**src/rtl/msiring_pkg.sv**
```systemverilog
package msiring_pkg;
  typedef struct packed {
    logic pop;      // retire the head of the input buffer
    logic advance;  // step the write offset by one record
    logic drop;     // record discarded because the ring is full
  } strobe_t;

  typedef enum logic [0:0] {ST_IDLE, ST_WRITE} state_t;
endpackage

```
**src/rtl/msiring_ctrl.sv**
```systemverilog
module msiring_ctrl
  import msiring_pkg::*;
(
  input  logic    clk,
  input  logic    rstN,
  input  logic    enable,
  input  logic    fullEn,
  input  logic    stopOnFull,
  input  logic    fifoValid,
  input  logic    ringFull,
  input  logic    memReady,
  output logic    memReq,
  output strobe_t stb
);
  state_t state, stateNext;

  always_comb begin
    stb       = '0;
    stateNext = state;
    case (state)
      ST_IDLE: begin
        if (enable && fifoValid) begin
          if (fullEn && ringFull && stopOnFull) begin
            stb.drop = 1'b1;
            stb.pop  = 1'b1;
          end else begin
            stateNext = ST_WRITE;
          end
        end
      end
      ST_WRITE: begin
        if (memReady) begin
          stb.pop     = 1'b1;
          stb.advance = 1'b1;
          stateNext   = ST_IDLE;
        end
      end
      default: stateNext = ST_IDLE;
    endcase
  end

  always_ff @(posedge clk) begin
    if (!rstN) state <= ST_IDLE;
    else       state <= stateNext;
  end

  assign memReq = (state == ST_WRITE);

  AST_IDLE_WHEN_DISABLED: assert property (@(posedge clk) disable iff (!rstN)
    (!memReq && !enable) |=> !memReq);
  AST_DROP_NO_REQ: assert property (@(posedge clk) disable iff (!rstN)
    stb.drop |=> !memReq);
endmodule

```
**src/rtl/msiring_datapath.sv**
```systemverilog
module msiring_datapath
  import msiring_pkg::*;
#(
  parameter int REG_W      = 32,
  parameter int RA_W       = 3,
  parameter int VEC_W      = 16,
  parameter int MEM_W      = 128,
  parameter int ADDR_W     = 64,
  parameter int FIFO_DEPTH = 2,
  parameter int MIN_LOG    = 15
)(
  input  logic                 clk,
  input  logic                 rstN,
  input  logic [RA_W-1:0]      regAddr,
  input  logic                 regWrEn,
  input  logic [REG_W-1:0]     regWrData,
  output logic [REG_W-1:0]     regRdData,
  input  logic                 msiValid,
  input  logic [VEC_W-1:0]     msiVector,
  output logic                 msiBusy,
  output logic [ADDR_W-1:0]    memAddr,
  output logic [MEM_W-1:0]     memData,
  output logic [MEM_W/8-1:0]   memBe,
  input  logic                 memReq,
  input  logic                 memReady,
  output logic                 irqOut,
  input  strobe_t              stb,
  output logic                 fifoValid,
  output logic                 ringFull,
  output logic                 enable,
  output logic                 fullEn,
  output logic                 stopOnFull
);
  localparam int REC_BYTES = MEM_W / 8;
  localparam int PTR_W     = (FIFO_DEPTH > 1) ? $clog2(FIFO_DEPTH) : 1;
  localparam int CNT_W     = $clog2(FIFO_DEPTH + 1);
  localparam logic [RA_W-1:0] A_CTRL  = RA_W'(0);
  localparam logic [RA_W-1:0] A_BASEH = RA_W'(3);
  localparam logic [RA_W-1:0] A_BASEL = RA_W'(4);
  localparam logic [RA_W-1:0] A_RDOFS = RA_W'(5);
  localparam logic [RA_W-1:0] A_WROFS = RA_W'(6);
  localparam logic [REG_W-1:0] ALIGN  = ~REG_W'(REC_BYTES - 1);

  // ---------------- registers ----------------
  logic             irqEn, ovfQ;
  logic [1:0]       sizeSel;
  logic [REG_W-1:0] baseHi, baseLo, rdOfs, wrRaw;
  logic ctrlWr, wrOfsWr;
  logic [REG_W-1:0] unusedWrBits;

  assign ctrlWr  = regWrEn && (regAddr == A_CTRL);
  assign wrOfsWr = regWrEn && (regAddr == A_WROFS);
  assign unusedWrBits = regWrData;

  always_ff @(posedge clk) begin
    if (!rstN) begin
      enable <= 1'b0; fullEn <= 1'b0; irqEn <= 1'b0; stopOnFull <= 1'b0;
      sizeSel <= '0; ovfQ <= 1'b0;
      baseHi <= '0; baseLo <= '0; rdOfs <= '0; wrRaw <= '0;
    end else begin
      if (ctrlWr) begin
        enable     <= regWrData[0];
        fullEn     <= regWrData[1];
        irqEn      <= regWrData[3];
        stopOnFull <= regWrData[4];
        sizeSel    <= regWrData[9:8];
      end
      if (stb.drop)                    ovfQ <= 1'b1;
      else if (ctrlWr && regWrData[16]) ovfQ <= 1'b0;
      if (regWrEn && regAddr == A_BASEH) baseHi <= regWrData;
      if (regWrEn && regAddr == A_BASEL) baseLo <= regWrData;
      if (regWrEn && regAddr == A_RDOFS) rdOfs  <= regWrData & ALIGN;
      if (wrOfsWr)          wrRaw <= regWrData & ALIGN;
      else if (stb.advance) wrRaw <= wrRaw + REG_W'(REC_BYTES);
    end
  end

  // ---------------- offset arithmetic ----------------
  logic [REG_W-1:0] ringBytes, ofsMask, mWr, mRd, mWrNext;
  logic             ringEmpty;
  assign ringBytes = REG_W'(1) << (MIN_LOG + int'(sizeSel));
  assign ofsMask   = (ringBytes - REG_W'(1)) & ALIGN;
  assign mWr       = wrRaw & ofsMask;
  assign mRd       = rdOfs & ofsMask;
  assign mWrNext   = (mWr + REG_W'(REC_BYTES)) & ofsMask;
  assign ringEmpty = (mRd == mWr);
  assign ringFull  = (mWrNext == mRd);

  always_ff @(posedge clk) begin
    if (!rstN) irqOut <= 1'b0;
    else       irqOut <= enable && irqEn && !ringEmpty;
  end

  // ---------------- input buffer ----------------
  logic [VEC_W-1:0] fifoMem [FIFO_DEPTH];
  logic [PTR_W-1:0] wPtr, rPtr;
  logic [CNT_W-1:0] fifoCnt;
  logic             push;

  function automatic logic [PTR_W-1:0] bumpPtr(input logic [PTR_W-1:0] p);
    return (p == PTR_W'(FIFO_DEPTH - 1)) ? '0 : p + PTR_W'(1);
  endfunction

  assign msiBusy   = (fifoCnt == CNT_W'(FIFO_DEPTH));
  assign fifoValid = (fifoCnt != '0);
  assign push      = msiValid && enable && !msiBusy;

  always_ff @(posedge clk) begin
    if (!rstN) begin
      wPtr <= '0; rPtr <= '0; fifoCnt <= '0;
    end else begin
      if (push) wPtr <= bumpPtr(wPtr);
      if (stb.pop) rPtr <= bumpPtr(rPtr);
      case ({push, stb.pop})
        2'b10:   fifoCnt <= fifoCnt + CNT_W'(1);
        2'b01:   fifoCnt <= fifoCnt - CNT_W'(1);
        default: fifoCnt <= fifoCnt;
      endcase
    end
  end

  for (genvar i = 0; i < FIFO_DEPTH; i++) begin : g_slot
    always_ff @(posedge clk) begin
      if (push && wPtr == PTR_W'(i)) fifoMem[i] <= msiVector;
    end
  end

  // ---------------- memory request fields ----------------
  assign memAddr = {baseHi, baseLo} + ADDR_W'(mWr);
  assign memData = {{(MEM_W - VEC_W){1'b0}}, fifoMem[rPtr]};
  assign memBe   = '1;

  // ---------------- register read ----------------
  always_comb begin
    case (regAddr)
      A_CTRL:  regRdData = {15'b0, ovfQ, 6'b0, sizeSel, 3'b0, stopOnFull,
                            irqEn, 1'b0, fullEn, enable};
      A_BASEH: regRdData = baseHi;
      A_BASEL: regRdData = baseLo;
      A_RDOFS: regRdData = rdOfs;
      A_WROFS: regRdData = wrRaw;
      default: regRdData = '0;
    endcase
  end

  AST_WR_ADVANCE: assert property (@(posedge clk) disable iff (!rstN)
    (memReq && memReady && !wrOfsWr) |=> (wrRaw == $past(wrRaw) + REG_W'(REC_BYTES)));
  AST_WR_HOLD: assert property (@(posedge clk) disable iff (!rstN)
    (!(memReq && memReady) && !wrOfsWr) |=> $stable(wrRaw));
  AST_REQ_STABLE: assert property (@(posedge clk) disable iff (!rstN)
    (memReq && !memReady && !regWrEn) |=> ($stable(memAddr) && $stable(memData)));
  AST_NO_PUSH_WHEN_BUSY: assert property (@(posedge clk) disable iff (!rstN)
    (msiBusy && !stb.pop) |=> msiBusy);
  AST_OVF_STICKY: assert property (@(posedge clk) disable iff (!rstN)
    (ovfQ && !(ctrlWr && regWrData[16])) |=> ovfQ);
  AST_IRQ_DISABLED: assert property (@(posedge clk) disable iff (!rstN)
    !enable |=> !irqOut);
endmodule

```
**src/rtl/msi_ring_logger.sv**
```systemverilog
module msi_ring_logger
  import msiring_pkg::*;
#(
  parameter int REG_W      = 32,
  parameter int RA_W       = 3,
  parameter int VEC_W      = 16,
  parameter int MEM_W      = 128,
  parameter int ADDR_W     = 64,
  parameter int FIFO_DEPTH = 2,
  parameter int MIN_LOG    = 15
)(
  input  logic               clk,
  input  logic               rstN,
  input  logic [RA_W-1:0]    regAddr,
  input  logic               regWrEn,
  input  logic [REG_W-1:0]   regWrData,
  output logic [REG_W-1:0]   regRdData,
  input  logic               msiValid,
  input  logic [VEC_W-1:0]   msiVector,
  output logic               msiBusy,
  output logic               memReq,
  output logic [ADDR_W-1:0]  memAddr,
  output logic [MEM_W-1:0]   memData,
  output logic [MEM_W/8-1:0] memBe,
  input  logic               memReady,
  output logic               irqOut
);
  strobe_t stb;
  logic fifoValid, ringFull, enable, fullEn, stopOnFull;

  msiring_ctrl u_ctrl (
    .clk(clk), .rstN(rstN), .enable(enable), .fullEn(fullEn),
    .stopOnFull(stopOnFull), .fifoValid(fifoValid), .ringFull(ringFull),
    .memReady(memReady), .memReq(memReq), .stb(stb)
  );

  msiring_datapath #(
    .REG_W(REG_W), .RA_W(RA_W), .VEC_W(VEC_W), .MEM_W(MEM_W),
    .ADDR_W(ADDR_W), .FIFO_DEPTH(FIFO_DEPTH), .MIN_LOG(MIN_LOG)
  ) u_dp (
    .clk(clk), .rstN(rstN), .regAddr(regAddr), .regWrEn(regWrEn),
    .regWrData(regWrData), .regRdData(regRdData), .msiValid(msiValid),
    .msiVector(msiVector), .msiBusy(msiBusy), .memAddr(memAddr),
    .memData(memData), .memBe(memBe), .memReq(memReq), .memReady(memReady),
    .irqOut(irqOut), .stb(stb), .fifoValid(fifoValid), .ringFull(ringFull),
    .enable(enable), .fullEn(fullEn), .stopOnFull(stopOnFull)
  );
endmodule

```
**config.mk**
```make
export PLATFORM = sky130hd
export DESIGN_NAME = msi_ring_logger
export DESIGN_NICKNAME = d
export VERILOG_FILES = /design/src/rtl/msiring_pkg.sv /design/src/rtl/msiring_ctrl.sv /design/src/rtl/msiring_datapath.sv /design/src/rtl/msi_ring_logger.sv
export SDC_FILE = /design/constraint.sdc
export NUM_CORES = 1
export LEC_CHECK = 0
export CAP_MARGIN = 25
export CORE_ASPECT_RATIO = 1.2
export CORE_MARGIN = 10
export CORE_UTILIZATION = 65
export DETAILED_ROUTE_END_ITERATION = 12
export DONT_BUFFER_PORTS = 1
export HOLD_SLACK_MARGIN = 0.05
export PLACE_DENSITY_LB_ADDON = 0.12
export SYNTH_ARGS = -nofsm -noshare
export SYNTH_HDL_FRONTEND = slang
export SYNTH_SLANG_ARGS = --single-unit
```
**constraint.sdc**
```tcl
create_clock -name clk -period 4.9 [get_ports clk]
set_input_delay 0.49 -clock clk [delete_from_list [all_inputs] [get_ports clk]]
set_output_delay 0.49 -clock clk [all_outputs]
set_load 0.005 [all_outputs]
```
Word-level counts from Yosys, hierarchy flattened
Memories as Yosys holds them, arrays and structs flattened. A register that Yosys moved wholly into a read port is not among the register bits.
Cells that the tools add are included.
{"block": "classes", "add_sub_neg": 9, "n_eq_ne": 9, "shifts": 1, "mux": 27, "n_bitwise": 6, "reduce_logical": 24}
{"cell": "case mux 32 bit (5 select lines)", "count": 1}
{"cell": "bitwise AND 32 bit", "count": 3}
{"cell": "adder 32 x 5 -> 32 bit, second input constant", "count": 2}
{"cell": "adder 64 x 32 -> 64 bit", "count": 1}
{"cell": "== test 32 bit", "count": 2}
{"cell": "2-to-1 mux 32 bit", "count": 2}
{"cell": "left shift 1 x 32 -> 32 bit, first input constant", "count": 1}
{"cell": "subtractor 32 x 1 -> 32 bit, second input constant", "count": 1}
{"cell": "2-to-1 mux 1 bit", "count": 19}
{"cell": "2-to-1 mux 16 bit", "count": 1}
{"cell": "OR reduction 16 bit", "count": 1}
{"cell": "logical AND 1 bit", "count": 15}
{"cell": "== test 3 bit, second input constant", "count": 3}
{"cell": "nonzero test 2 bit", "count": 4}
{"cell": "adder 4 x 2 -> 5 bit, first input constant", "count": 1}
{"cell": "== test 2 bit, second input constant", "count": 2}
{"cell": "case mux 1 bit (2 select lines)", "count": 2}
{"cell": "case mux 2 bit (2 select lines)", "count": 1}
{"cell": "== test 3 x 2 -> 1 bit, second input constant", "count": 1}
{"cell": "zero test 3 bit", "count": 1}
{"cell": "inverter 1 bit", "count": 3}
{"cell": "adder 1 bit, second input constant", "count": 2}
{"cell": "adder 2 x 1 -> 2 bit, second input constant", "count": 1}
{"cell": "== test 2 x 1 -> 1 bit, second input constant", "count": 1}
{"cell": "4 further kinds", "count": 5}
{"block": "word_totals", "reg_bits": 137, "ram_bits": 32, "input_bits": 56, "out_inout_bits": 243, "word_cells": 93, "memories": 1}
{"name": "u_dp.fifoMem", "words": 2, "width": 16, "read_ports": 1, "rd_clocked_by_memory_dff": 1, "write_ports": 1, "line": "msiring_datapath.sv:95", "text": "logic [VEC_W-1:0] fifoMem [FIFO_DEPTH];"}

Depth between registers and ports, before layout
Gate-level depths: netlist (run 1).
{"block": "depth", "word_depth": 14, "depth_mapped": 16, "ltp_nobuf": 14}

Modules after synthesis
From an unflattened synthesis (run 1), not the netlist that was laid out.
{"block": "unflattened", "hier_cells": 1357, "area_unflattened_um2": 11223.3}
{"module": "msiring_datapath", "n_inst": 1, "cells_per_inst": 1348, "area_per_inst_um2": 11148.2, "seq_area_each_um2": 3623.5}
{"module": "msiring_ctrl", "n_inst": 1, "cells_per_inst": 9, "area_per_inst_um2": 75.1, "seq_area_each_um2": 20.0}

Worst setup path before layout (run 1)
OpenSTA, ideal clock, no wires.
{"block": "synth_timing", "path_type": "register -> output", "from": "reg u_dp.sizeSel[0]", "to": "out memAddr[19]", "arrival_ps": 3439, "t_required_ps": 4410, "setup_slack_ps": 971, "stages_incl_launch_ff": 15, "path_buffers": 2, "path_cell_list": "dfxtp_1 > or2_1 > clkbuf_1 > inv_1 > ha_1 > clkbuf_1 > nor2b_1 > ha_1 > or3_1 > o211ai_1 > nand2_1 > a21o_1 > a21oi_1 > mux2_2 > or4_1"}
{"block": "synth_via", "elab_chain_cells": 5}
{"element": "start, declared", "line": "msiring_datapath.sv:46", "text": "logic [1:0] sizeSel;"}
{"element": "start signal, assigned", "line": "msiring_datapath.sv:66", "text": "sizeSel <= regWrData[9:8];"}
{"element": "adder 4 x 2 -> 5 bit", "line": "msiring_datapath.sv:81", "text": "assign ringBytes = REG_W'(1) << (MIN_LOG + int'(sizeSel));"}
{"element": "left shift 1 x 32 -> 32 bit", "line": "msiring_datapath.sv:81"}
{"element": "subtractor 32 x 1 -> 32 bit", "line": "msiring_datapath.sv:82", "text": "assign ofsMask = (ringBytes - REG_W'(1)) & ALIGN;"}
{"element": "bitwise AND 32 bit", "line": "msiring_datapath.sv:83", "text": "assign mWr = wrRaw & ofsMask;"}
{"element": "adder 64 x 32 -> 64 bit", "line": "msiring_datapath.sv:129", "text": "assign memAddr = {baseHi, baseLo} + ADDR_W'(mWr);"}
{"element": "end, declared", "line": "msi_ring_logger.sv:22", "text": "output logic [ADDR_W-1:0] memAddr,"}
No other way between the ends.

Worst setup path after layout (run 1)
{"block": "layout_timing", "from": "reg u_dp.sizeSel[1]", "to": "out memAddr[19]"}
The elaborated chain is that of the path after synthesis.

==> flow_summary.json, run 1 <==
{
  "status": "complete, no violations",
  "cts_hold_repair.buffers": 0,
  "path_clk_slew_ns": 0.07,
  "arrival_ns": 4.23,
  "vias": 9930,
  "wl_met2_um": 17920,
  "powerDensity_nw_per_um2": 258.1,
  "tightest_slew_ns": 0.7864,
  "drc_errors": 0,
  "gr-total-overflow": 0,
  "ios": 299,
  "ys_seq_area_share_pct": 32.11,
  "multi_input_area_sq_um": 6759,
  "rr_worst_depth": 12,
  "timing_hold_violations_final": 0,
  "fin_util_pct": 67.82,
  "whs_path_depth": 0,
  "grt_usage_pct": 29.56,
  "cts-root-buf": "clkbuf_16",
  "r2r-start": "u_dp.sizeSel[1]",
  "path_class": "register to primary output",
  "ir_drop_mv": 0.2447,
  "final_antenna_net_count": 0,
  "antenna_found_initial": 0,
  "drtPass1Iterations": 6,
  "syn_inst": 1413,
  "dpl_worst_slack_ns": 0.1934,
  "r2r_slack_ns": 1.12,
  "clock_skew_ns": 0.01260,
  "met3WireLength_um": 3878,
  "drtIter0Drc": 1051,
  "cp-start-kind": "register",
  "fp.coreArea_sq_um": 16980,
  "syn_area_sq_um": 11350,
  "path_max_fanout": 10,
  "fmax_mhz": 211.9,
  "design_area_sq_um": 11520,
  "htree_levels": 4,
  "cts_sinks": 166,
  "synth_seq_cells": 166,
  "grt_pass1_vias": 9462,
  "fin_crit_sh_pct": 96.29,
  "diodes": 0,
  "via_per_inst": 6.218,
  "ys.warnings.count": 0,
  "synthArstFlopShare_pct": 0,
  "highest_layer": "met4",
  "r2r-end": "u_dp.fifoCnt[1]",
  "die-height_um": 164.7,
  "finalNetCount": 1459,
  "synth_edf_count": 32,
  "maxSlewHeadroom_pct": 47.57,
  "cts_buffer_depth": 2,
  "cts_tree": "yes",
  "slew_violations": 0,
  "hpwl_um": 27880,
  "sw_frac_of_total_pct": 26.81,
  "n_fill_cell": 1473,
  "leakagePower_nw": 4.509,
  "syn_avg_cell_area_sq_um": 8.031,
  "power.internal_mw": 2.176,
  "grt_pass1_wl_um": 54160,
  "p_seq_share_pct": 49.1,
  "seq_area_sq_um": 3643,
  "drive_above_1_share_pct": 8.110,
  "critPathRequiredTime_ns": 4.41,
  "die_area_sq_um": 23160,
  "wl_um": 36580,
  "synth_flop_cell": "dfxtp_1",
  "port_buffers": 0,
  "p_switching_mw": 0.7969,
  "setup_slack_ns": 0.1818,
  "routedWlPerCell_um": 22.90,
  "hold_path.startpoint": "msiVector[2]",
  "clock_latency_ns": 0.44,
  "cts_inserted_buffers": 17,
  "dieWidth_um": 140.6,
  "num_rows": 52,
  "wl_met1_um": 12440,
  "pwr-share-comb_pct": 8.2,
  "holdPathEnd": "u_dp.fifoMem[1][2]",
  "start_util_pct": 66.82,
  "gp_congestion": 0.9192,
  "endpoint_kind": "primary output",
  "p_total_mw": 2.973,
  "area_delta_synth_final_pct": 1.500,
  "placed_area_sq_um": 10930,
  "pwr-share-clk_pct": 42.8,
  "min_period_ns": 4.718,
  "grt_start_max_net_pins": 69,
  "hold_class": "input port to register",
  "ys_types": 84,
  "setup_viol": 0,
  "cap_violations": 0
}
## layer usage
metal / vias to the layer above / GRT usage, %
met2: 560 / 50.57
met1: 4690 / 30.71
li1: 4548 / -
met5: - / 0
met4: 0 / 18.75
met3: 132 / 9.825
## through the flow
stage | hold slack (ns) | TNS (ns) | instances
after floorplan | 0.4360 | 0 | 1543
after global placement | 0.4424 | 0 | 1562
after detailed placement | 0.4486 | 0 | 1562
after CTS | 0.1456 | 0 | 1594
after global routing | 0.1342 | -0.02056 | 1597
final | 0.1519 | 0 | 1597
## final cells by class
cell class,count,share of cell area [%]
Clock buffer,20,3.965
Inverter,26,0.8582
Timing Repair Buffer,26,1.695
Sequential cell,166,31.63
Multi-Input combinational cell,1131,58.69
Clock inverter,12,0.8148
Tap cell,216,2.347
## cells in the final DEF (no fill, tap or decap), types with 10 or more instances in the layout
cell,n
inv_1,25
nor2_1,63
a211oi_1,15
nand4_1,12
mux2_2,17
xor2_1,44
dfxtp_1,134
nand3_1,34
conb_1,132
o211a_1,11
edfxtp_1,32
clkbuf_16,17
a22oi_1,55
mux2i_1,10
a21oi_1,131
nor2b_1,12
and3_1,14
o21ai_0,27
buf_4,26
nand2_1,278
ha_1,33
and2_1,16
xnor2_1,64
nor3_1,15
a21o_1,13
## critical path, cell delays in order, from the launching register on
cell	delay, ns
dfxtp_1	0.39
or2_4	0.30
inv_1	0.11
ha_1	0.25
buf_4	0.21
nor2b_1	0.08
ha_1	0.24
or3_1	0.42
o211ai_1	0.27
nand2_1	0.14
a21o_1	0.19
a21oi_1	0.23
mux2_2	0.36
or4_1	0.61
## synth_stat cells, drive strengths merged (8+ instances only)
master / instances / area share, %
ha: 34 / 3.7
a21oi: 131 / 5.8
and2: 18 / 1.0
mux2: 17 / 1.7
nor2: 65 / 2.3
nand2: 279 / 9.3
nand4: 15 / 1.1
a211oi: 17 / 1.2
nor3: 16 / 0.75
mux2i: 10 / 0.88
buf: 154 / 9.8
inv: 26 / 0.86
and3: 14 / 0.77
nor4: 11 / 0.72
o21a: 8 / 0.54
clkbuf: 66 / 2.2
nor2b: 13 / 0.72
edfxtp: 32 / 8.5
a21o: 13 / 0.86
xnor2: 64 / 4.9
o211a: 11 / 0.97
o21ai: 29 / 1.3
xor2: 44 / 3.4
dfxtp: 134 / 24
a22oi: 55 / 3.6
nand3: 35 / 1.6
## power groups by stage
stage | Clock [mW] | Combinational (mW) | Sequential [mW]
after CTS | 1.27 | 0.231 | 1.46
after floorplan | 0 | 0.264 | 1.47
after global routing | 1.33 | 0.266 | 1.46
after global placement | 0 | 0.226 | 1.49
after detailed placement | 0 | 0.229 | 1.49
final | 1.27 | 0.243 | 1.46
## worst max-delay path by stage
stage,startpoint,end
2_1_floorplan,u_dp.sizeSel[0],memAddr[19]
3_3_place_gp,u_dp.sizeSel[1],memAddr[50]
3_5_place_dp,u_dp.sizeSel[1],memAddr[46]
4_1_cts,u_dp.sizeSel[1],memAddr[46]
5_1_grt,u_dp.sizeSel[1],memAddr[19]
6_report,u_dp.sizeSel[1],memAddr[19]
## what timing repair did
item,in CTS,in global routing
setup buffers,0,2
pin swaps,0,2
endpoints found under the setup margin,26,25
gates resized for setup,2,3
## cells by family after synthesis
| group | Yosys count | share of synthesized area (%) |
|---|---|---|
| AO/OA/AOI/OAI | 317 | 18.70 |
| XOR/XNOR | 108 | 8.336 |
| adder cells (fa/ha/maj) | 35 | 3.925 |
| buffers and inverters | 246 | 12.81 |
| flip-flops | 166 | 32.11 |
| multiplexers | 27 | 2.569 |
| other | 2 | 0.06618 |
| AND/OR/NAND/NOR | 512 | 21.48 |
## registers in the layout (all words and copies together), names as in the netlist, named ones only
register / cells
u_dp.enable: 1
u_dp.fifoCnt: 2
u_dp.stopOnFull: 1
u_dp.rPtr: 1
u_dp.wPtr: 1
u_ctrl.memReq: 1
u_dp.baseLo: 32
u_dp.irqOut: 1
u_dp.baseHi: 32
u_dp.fifoMem: 32
u_dp.rdOfs: 28
u_dp.sizeSel: 2
u_dp.irqEn: 1
u_dp.ovfQ: 1
u_dp.wrRaw: 28
u_dp.fullEn: 1
Power figures use the tool's default switching activity.
==> inputs of run 2 (changes only) <==
CORE_ASPECT_RATIO = 2   (was 1.2)
SETUP_SLACK_MARGIN = 0.3   (was default)
==> run 2 against run 1 <==
Compared with the run above: total power increased by 5.1%; clock skew barely moved; non-clock buffer count rose by 2; clock power increased by 12%; clock-buffer cell count fell by 2; largest power group unchanged; combinational power about the same; setup slack improved by 0.29 ns; register-to-register slack improved by 0.43 ns; largest cell class unchanged.
==> flow_summary.json, run 2 (same netlist as run 1, synthesis figures left out) <==
{
  "status": "complete, no violations",
  "final_common_cell": "nand2_1",
  "cap_violations": 0,
  "clock_latency_ns": 0.44,
  "setup_viol": 0,
  "die-height_um": 206.9,
  "finalNetCount": 1461,
  "critPathRequiredTime_ns": 4.41,
  "cts_buffer_depth": 2,
  "hold_class": "input port to register",
  "pwr-share-clk_pct": 45.3,
  "cts_hold_repair.buffers": 0,
  "setup_slack_ns": 0.4735,
  "vias": 10232,
  "powerDensity_nw_per_um2": 269.1,
  "sw_frac_of_total_pct": 27.24,
  "drc_errors": 0,
  "grt_pass1_vias": 10069,
  "via_per_inst": 6.419,
  "seq_area_sq_um": 3646,
  "fin_setup_tns_ns": 0,
  "drtIter0Drc": 677,
  "timing_hold_violations_final": 0,
  "fin_util_pct": 67.52,
  "cts_sinks": 166,
  "clock_skew_ns": 0.01243,
  "cts-root-buf": "clkbuf_16",
  "reg_top3": "u_dp.baseHi (32), u_dp.baseLo (32), u_dp.fifoMem (32)",
  "num_rows": 68,
  "maxSlewHeadroom_pct": 49.60,
  "final_antenna_net_count": 0,
  "grt_start_max_net_pins": 49,
  "gp_congestion": 0.9525,
  "endpoint_kind": "primary output",
  "cts_tree": "yes",
  "fin_crit_sh_pct": 90.34,
  "tightest_slew_ns": 0.7560,
  "leakagePower_nw": 4.553,
  "arrival_ns": 3.94,
  "grt_usage_pct": 33.60,
  "p_seq_share_pct": 46.8,
  "layout_common_cells": "nand2_1 (278), conb_1 (132), dfxtp_1 (132)",
  "dieWidth_um": 113.4,
  "min_period_ns": 4.427,
  "dpl_worst_slack_ns": 0.6990,
  "path_clk_slew_ns": 0.07,
  "rsz0062_at_grt": "yes",
  "power.internal_mw": 2.272,
  "whs_path_depth": 0,
  "area_delta_synth_final_pct": 2.272,
  "path_class": "register to primary output",
  "routedWlPerCell_um": 25.88,
  "placed_area_sq_um": 10940,
  "p_switching_mw": 0.8506,
  "wl_um": 41250,
  "drive_above_1_share_pct": 8.749,
  "multi_input_area_sq_um": 6773,
  "grt_pass1_wl_um": 59770,
  "n_fill_cell": 1515,
  "port_buffers": 0,
  "rr_worst_depth": 13,
  "die_area_sq_um": 23460,
  "htree_levels": 4,
  "pwr-share-comb_pct": 7.9,
  "path_max_fanout": 10,
  "ios": 299,
  "fmax_mhz": 225.9,
  "design_area_sq_um": 11600,
  "fp.coreArea_sq_um": 17190,
  "start_util_pct": 66.02,
  "ir_drop_mv": 0.2459,
  "slew_violations": 0,
  "drtPass1Iterations": 5,
  "gr-total-overflow": 0,
  "antenna_found_initial": 0,
  "hpwl_um": 32130,
  "cts_inserted_buffers": 17,
  "cp-start-kind": "register"
}
[run 2: stage by stage]
step	power, mW	std cells	hold slack, ns
floorplan	1.730	1543	0.4360
global placement	1.721	1559	0.4426
detailed placement	1.723	1559	0.4463
CTS	3.122	1591	0.1400
global route	3.209	1593	0.1358
finish	3.123	1594	0.1427
[run 2: metal layers]
layer,routed length [um],global-route usage [%],vias to the layer above
met5,0,0,-
met4,4801,33.56,0
met3,3654,9.201,234
met2,20730,59.52,623
met1,12060,29.09,4823
li1,-,-,4552
[run 2: final cells by class]
cell class	instances	share of cell area, %
well taps	210	2.264
repair buffers	28	1.790
diodes	1	0.02156
inverters	26	0.8518
flip-flops and latches	166	31.42
clock inverters	14	1.585
multi-input cells	1131	58.36
clock buffers	18	3.709
[run 2: path summary, 6_finish.rpt]
check                                      from            endpoint  slack (ns)
worst max-delay path            u_dp.sizeSel[0]         memAddr[19]        0.47
worst min register to register   u_dp.rdOfs[26]      u_dp.rdOfs[26]        0.45
worst min-delay path               msiVector[0]  u_dp.fifoMem[1][0]        0.14
worst max register to register  u_dp.sizeSel[1]     u_dp.fifoCnt[1]        1.55
[run 2: power groups by stage]
| stage | Combinational [mW] | Clock [mW] | Sequential (mW) |
|---|---|---|---|
| after global routing | 0.272 | 1.47 | 1.46 |
| after detailed placement | 0.234 | 0 | 1.49 |
| after global placement | 0.232 | 0 | 1.49 |
| after floorplan | 0.264 | 0 | 1.47 |
| final | 0.246 | 1.42 | 1.46 |
| after CTS | 0.236 | 1.43 | 1.46 |
[run 2: what timing repair did]
| item | in CTS | in global routing |
|---|---|---|
| setup buffers | 0 | 1 |
| pin swaps | 0 | 1 |
| endpoints found under the setup margin | 9 | 21 |
| hold endpoints to repair | 0 | 0 |
| resized for setup | 1 | 10 |
[run 2: critical path: stages, from the launching register on]
cell	delay [ns]
dfxtp_2	0.36
or2_4	0.29
inv_1	0.11
ha_1	0.18
buf_4	0.19
nor2b_1	0.07
ha_1	0.24
or3_4	0.40
o211ai_1	0.24
nand2_1	0.11
a21o_1	0.20
a21oi_2	0.18
mux2_2	0.34
or4_1	0.58
==> inputs of run 3 (changes only) <==
CTS_BUF_LIST = sky130_fd_sc_hd__clkbuf_16   (was default)
MAX_ROUTING_LAYER = met4   (was default)
SYNTH_HIERARCHICAL = 1   (was default)
==> run 3 against run 2 <==
Compared with the run above: combinational power decreased by 2%; clock-buffer cell count decreased by 1; synthesized area fell by 1.1%; maximum frequency decreased by 2.6%; sequential share of layout area is 0.89 points lower; global-route usage rose by 0.89 points; synthesized cell count shrank 4.0%; setup slack got worse by 0.12 ns; clock power fell by 6%; sequential power about the same; largest power group unchanged; highest routed layer unchanged.
==> flow_summary.json, run 3 <==
{
  "syn_area_sq_um": 11220,
  "cts_tree": "yes",
  "grt_pass1_wl_um": 59310,
  "antenna_found_initial": 0,
  "drtIter0Drc": 772,
  "netlist_top_cells_count": "nand2_1 (278), dfxtp_1 (134), buf_4 (133)",
  "n_fill_cell": 1404,
  "path_clk_slew_ns": 0.07,
  "vias": 9725,
  "tightest_slew_ns": 1.085,
  "drtPass1Iterations": 7,
  "final_antenna_net_count": 0,
  "area_delta_synth_final_pct": 6.489,
  "yosysMostFrequentCell": "nand2_1",
  "cts_buffer_depth": 2,
  "cts_inserted_buffers": 17,
  "synthArstFlopShare_pct": 0,
  "ir_drop_mv": 0.2548,
  "reg_top3": "u_dp/baseHi (32), u_dp/baseLo (32), u_dp/fifoMem (32)",
  "die_area_sq_um": 23240,
  "seq_area_sq_um": 3649,
  "die-height_um": 205.8,
  "ys.warnings.count": 6,
  "via_per_inst": 6.274,
  "min_period_ns": 4.546,
  "synth_edf_count": 32,
  "synth_seq_cells": 166,
  "cp-start-kind": "register",
  "htree_levels": 4,
  "fp.coreArea_sq_um": 16850,
  "timing_hold_violations_final": 0,
  "dieWidth_um": 112.9,
  "cts_sinks": 166,
  "finalNetCount": 1418,
  "ys_seq_area_share_pct": 32.46,
  "path_max_fanout": 7,
  "gr-total-overflow": 0,
  "layout_common_cells": "nand2_1 (277), dfxtp_1 (132), conb_1 (131)",
  "endpoint_kind": "primary output",
  "diodes": 0,
  "arrival_ns": 4.06,
  "synth.top_cell.area_share_pct": 23.90,
  "slew_violations": 0,
  "clock_latency_ns": 0.44,
  "port_buffers": 0,
  "setup_viol": 0,
  "routedWlPerCell_um": 26.60,
  "hold_class": "input port to register",
  "grt_pass1_vias": 9611,
  "critPathBufInv": 1,
  "ys_top_cells_by_area": "dfxtp_1 (24%), nand2_1 (9.3%), buf_4 (8.9%), edfxtp_1 (8.6%), a21boi_0 (6.3%)",
  "status": "complete, no violations",
  "cp_slowest_cell": "o31a_4",
  "ios": 299,
  "syn_inst": 1357,
  "synth_flop_cell": "dfxtp_1",
  "path_cells": "nand2b_4 -> inv_4 -> ha_4 -> and2b_1 -> ha_4 -> a21oi_4 -> o21ai_2 -> or3b_4 -> a21oi_4 -> a41oi_2 -> o31a_1 -> o31a_4 -> nor4bb_4 -> xor2_1",
  "critPathRequiredTime_ns": 4.41,
  "path_class": "register to primary output",
  "num_rows": 67,
  "crit_family": "compound AO/OA/AOI/OAI gates",
  "rsz0062_at_grt": "yes",
  "dpl_worst_slack_ns": -0.03674,
  "syn_avg_cell_area_sq_um": 8.271,
  "wl_um": 41230,
  "cpPeakStageDelay_ns": 0.48,
  "fin_util_pct": 70.93,
  "powerDensity_nw_per_um2": 254.4,
  "fin_crit_sh_pct": 92.78,
  "cts-root-buf": "clkbuf_16",
  "multi_input_area_sq_um": 7037,
  "gp_congestion": 0.9747,
  "setup_slack_ns": 0.3540,
  "leakagePower_nw": 5.131,
  "drive_above_1_share_pct": 11.09,
  "hpwl_um": 30130,
  "maxSlewHeadroom_pct": 27.45,
  "synth_area_leader_cell": "dfxtp_1",
  "start_util_pct": 66.61,
  "cap_violations": 0,
  "final_common_cell": "nand2_1",
  "clock_skew_ns": 0.01288,
  "fmax_mhz": 220.0,
  "grt_start_max_net_pins": 135,
  "grt_usage_pct": 34.49,
  "drc_errors": 0,
  "ys_types": 70
}
-- run 3: timing repair --
action / 4_1_cts / 5_1_grt
hold buffers: 0 / 0
cloned: 2 / 0
resized for setup: 41 / 23
endpoints found under the hold margin: 0 / 0
endpoints found under the setup margin: 33 / 30
buffers inserted: 11 / 5
pin swaps: 20 / 22
-- run 3: cell type report --
| class | instances | area share [%] |
|---|---|---|
| multi-input combinational | 1086 | 58.88 |
| tap | 207 | 2.167 |
| inverter | 18 | 0.5863 |
| timing repair buffer | 41 | 2.942 |
| sequential | 166 | 30.53 |
| clock inverter | 15 | 1.340 |
| clock buffer | 17 | 3.559 |
-- run 3: through the flow --
| stage | instance area, sq um | cells | TNS [ns] | total power [mW] | hold slack, ns |
|---|---|---|---|---|---|
| global placement | 10820 | 1499 | 0 | 1.704 | 0.4597 |
| finish | 11950 | 1550 | 0 | 3.040 | 0.1470 |
| global route | 11950 | 1550 | 0 | 3.131 | 0.1283 |
| CTS | 11740 | 1544 | 0 | 3.031 | 0.1360 |
| floorplan | 11710 | 1486 | 0 | 1.727 | 0.4364 |
| detailed placement | 10820 | 1499 | -0.03674 | 1.708 | 0.4637 |
-- run 3: worst paths after layout --
check	start	end	slack [ns]	cells after the start
hold / removal	msiVector[15]	u_dp/fifoMem[1][15]	0.15	0
hold reg to reg	u_dp/rdOfs[22]	u_dp/rdOfs[22]	0.48	2
setup / recovery	u_dp/sizeSel[1]	memAddr[61]	0.35	14
setup reg to reg	u_dp/sizeSel[1]	u_dp/fifoCnt[1]	0.77	15
-- run 3: report_power, final --
part	switching, mW	leakage, nW	internal, mW
registers	0.0437	1.37	1.42
logic	0.157	3.47	0.0854
clock network	0.656	0.282	0.683
total	0.856	5.13	2.18
-- run 3: kinds of logic (layout without fill, tap and decap cells) --
family / count (synthesis) / after routing / share of synthesized area (%)
AND/OR/NAND/NOR: 477 / 477 / 19.74
AO/OA/AOI/OAI: 286 / 287 / 18.66
buffers and inverters: 235 / 91 / 12.47
flip-flops: 166 / 166 / 32.46
XOR/XNOR: 129 / 129 / 10.07
adder cells (fa/ha/maj): 38 / 38 / 4.192
multiplexers: 24 / 24 / 2.330
other: 2 / 131 / 0.06691
-- run 3: metal layers --
metal / vias to the layer above / track usage (%) / routed length [um]
met3: 184 / 8.282 / 3253
met4: 0 / 25.82 / 3300
met5: - / - / 0
li1: 4362 / - / -
met2: 549 / 60.89 / 22050
met1: 4630 / 31.11 / 12630
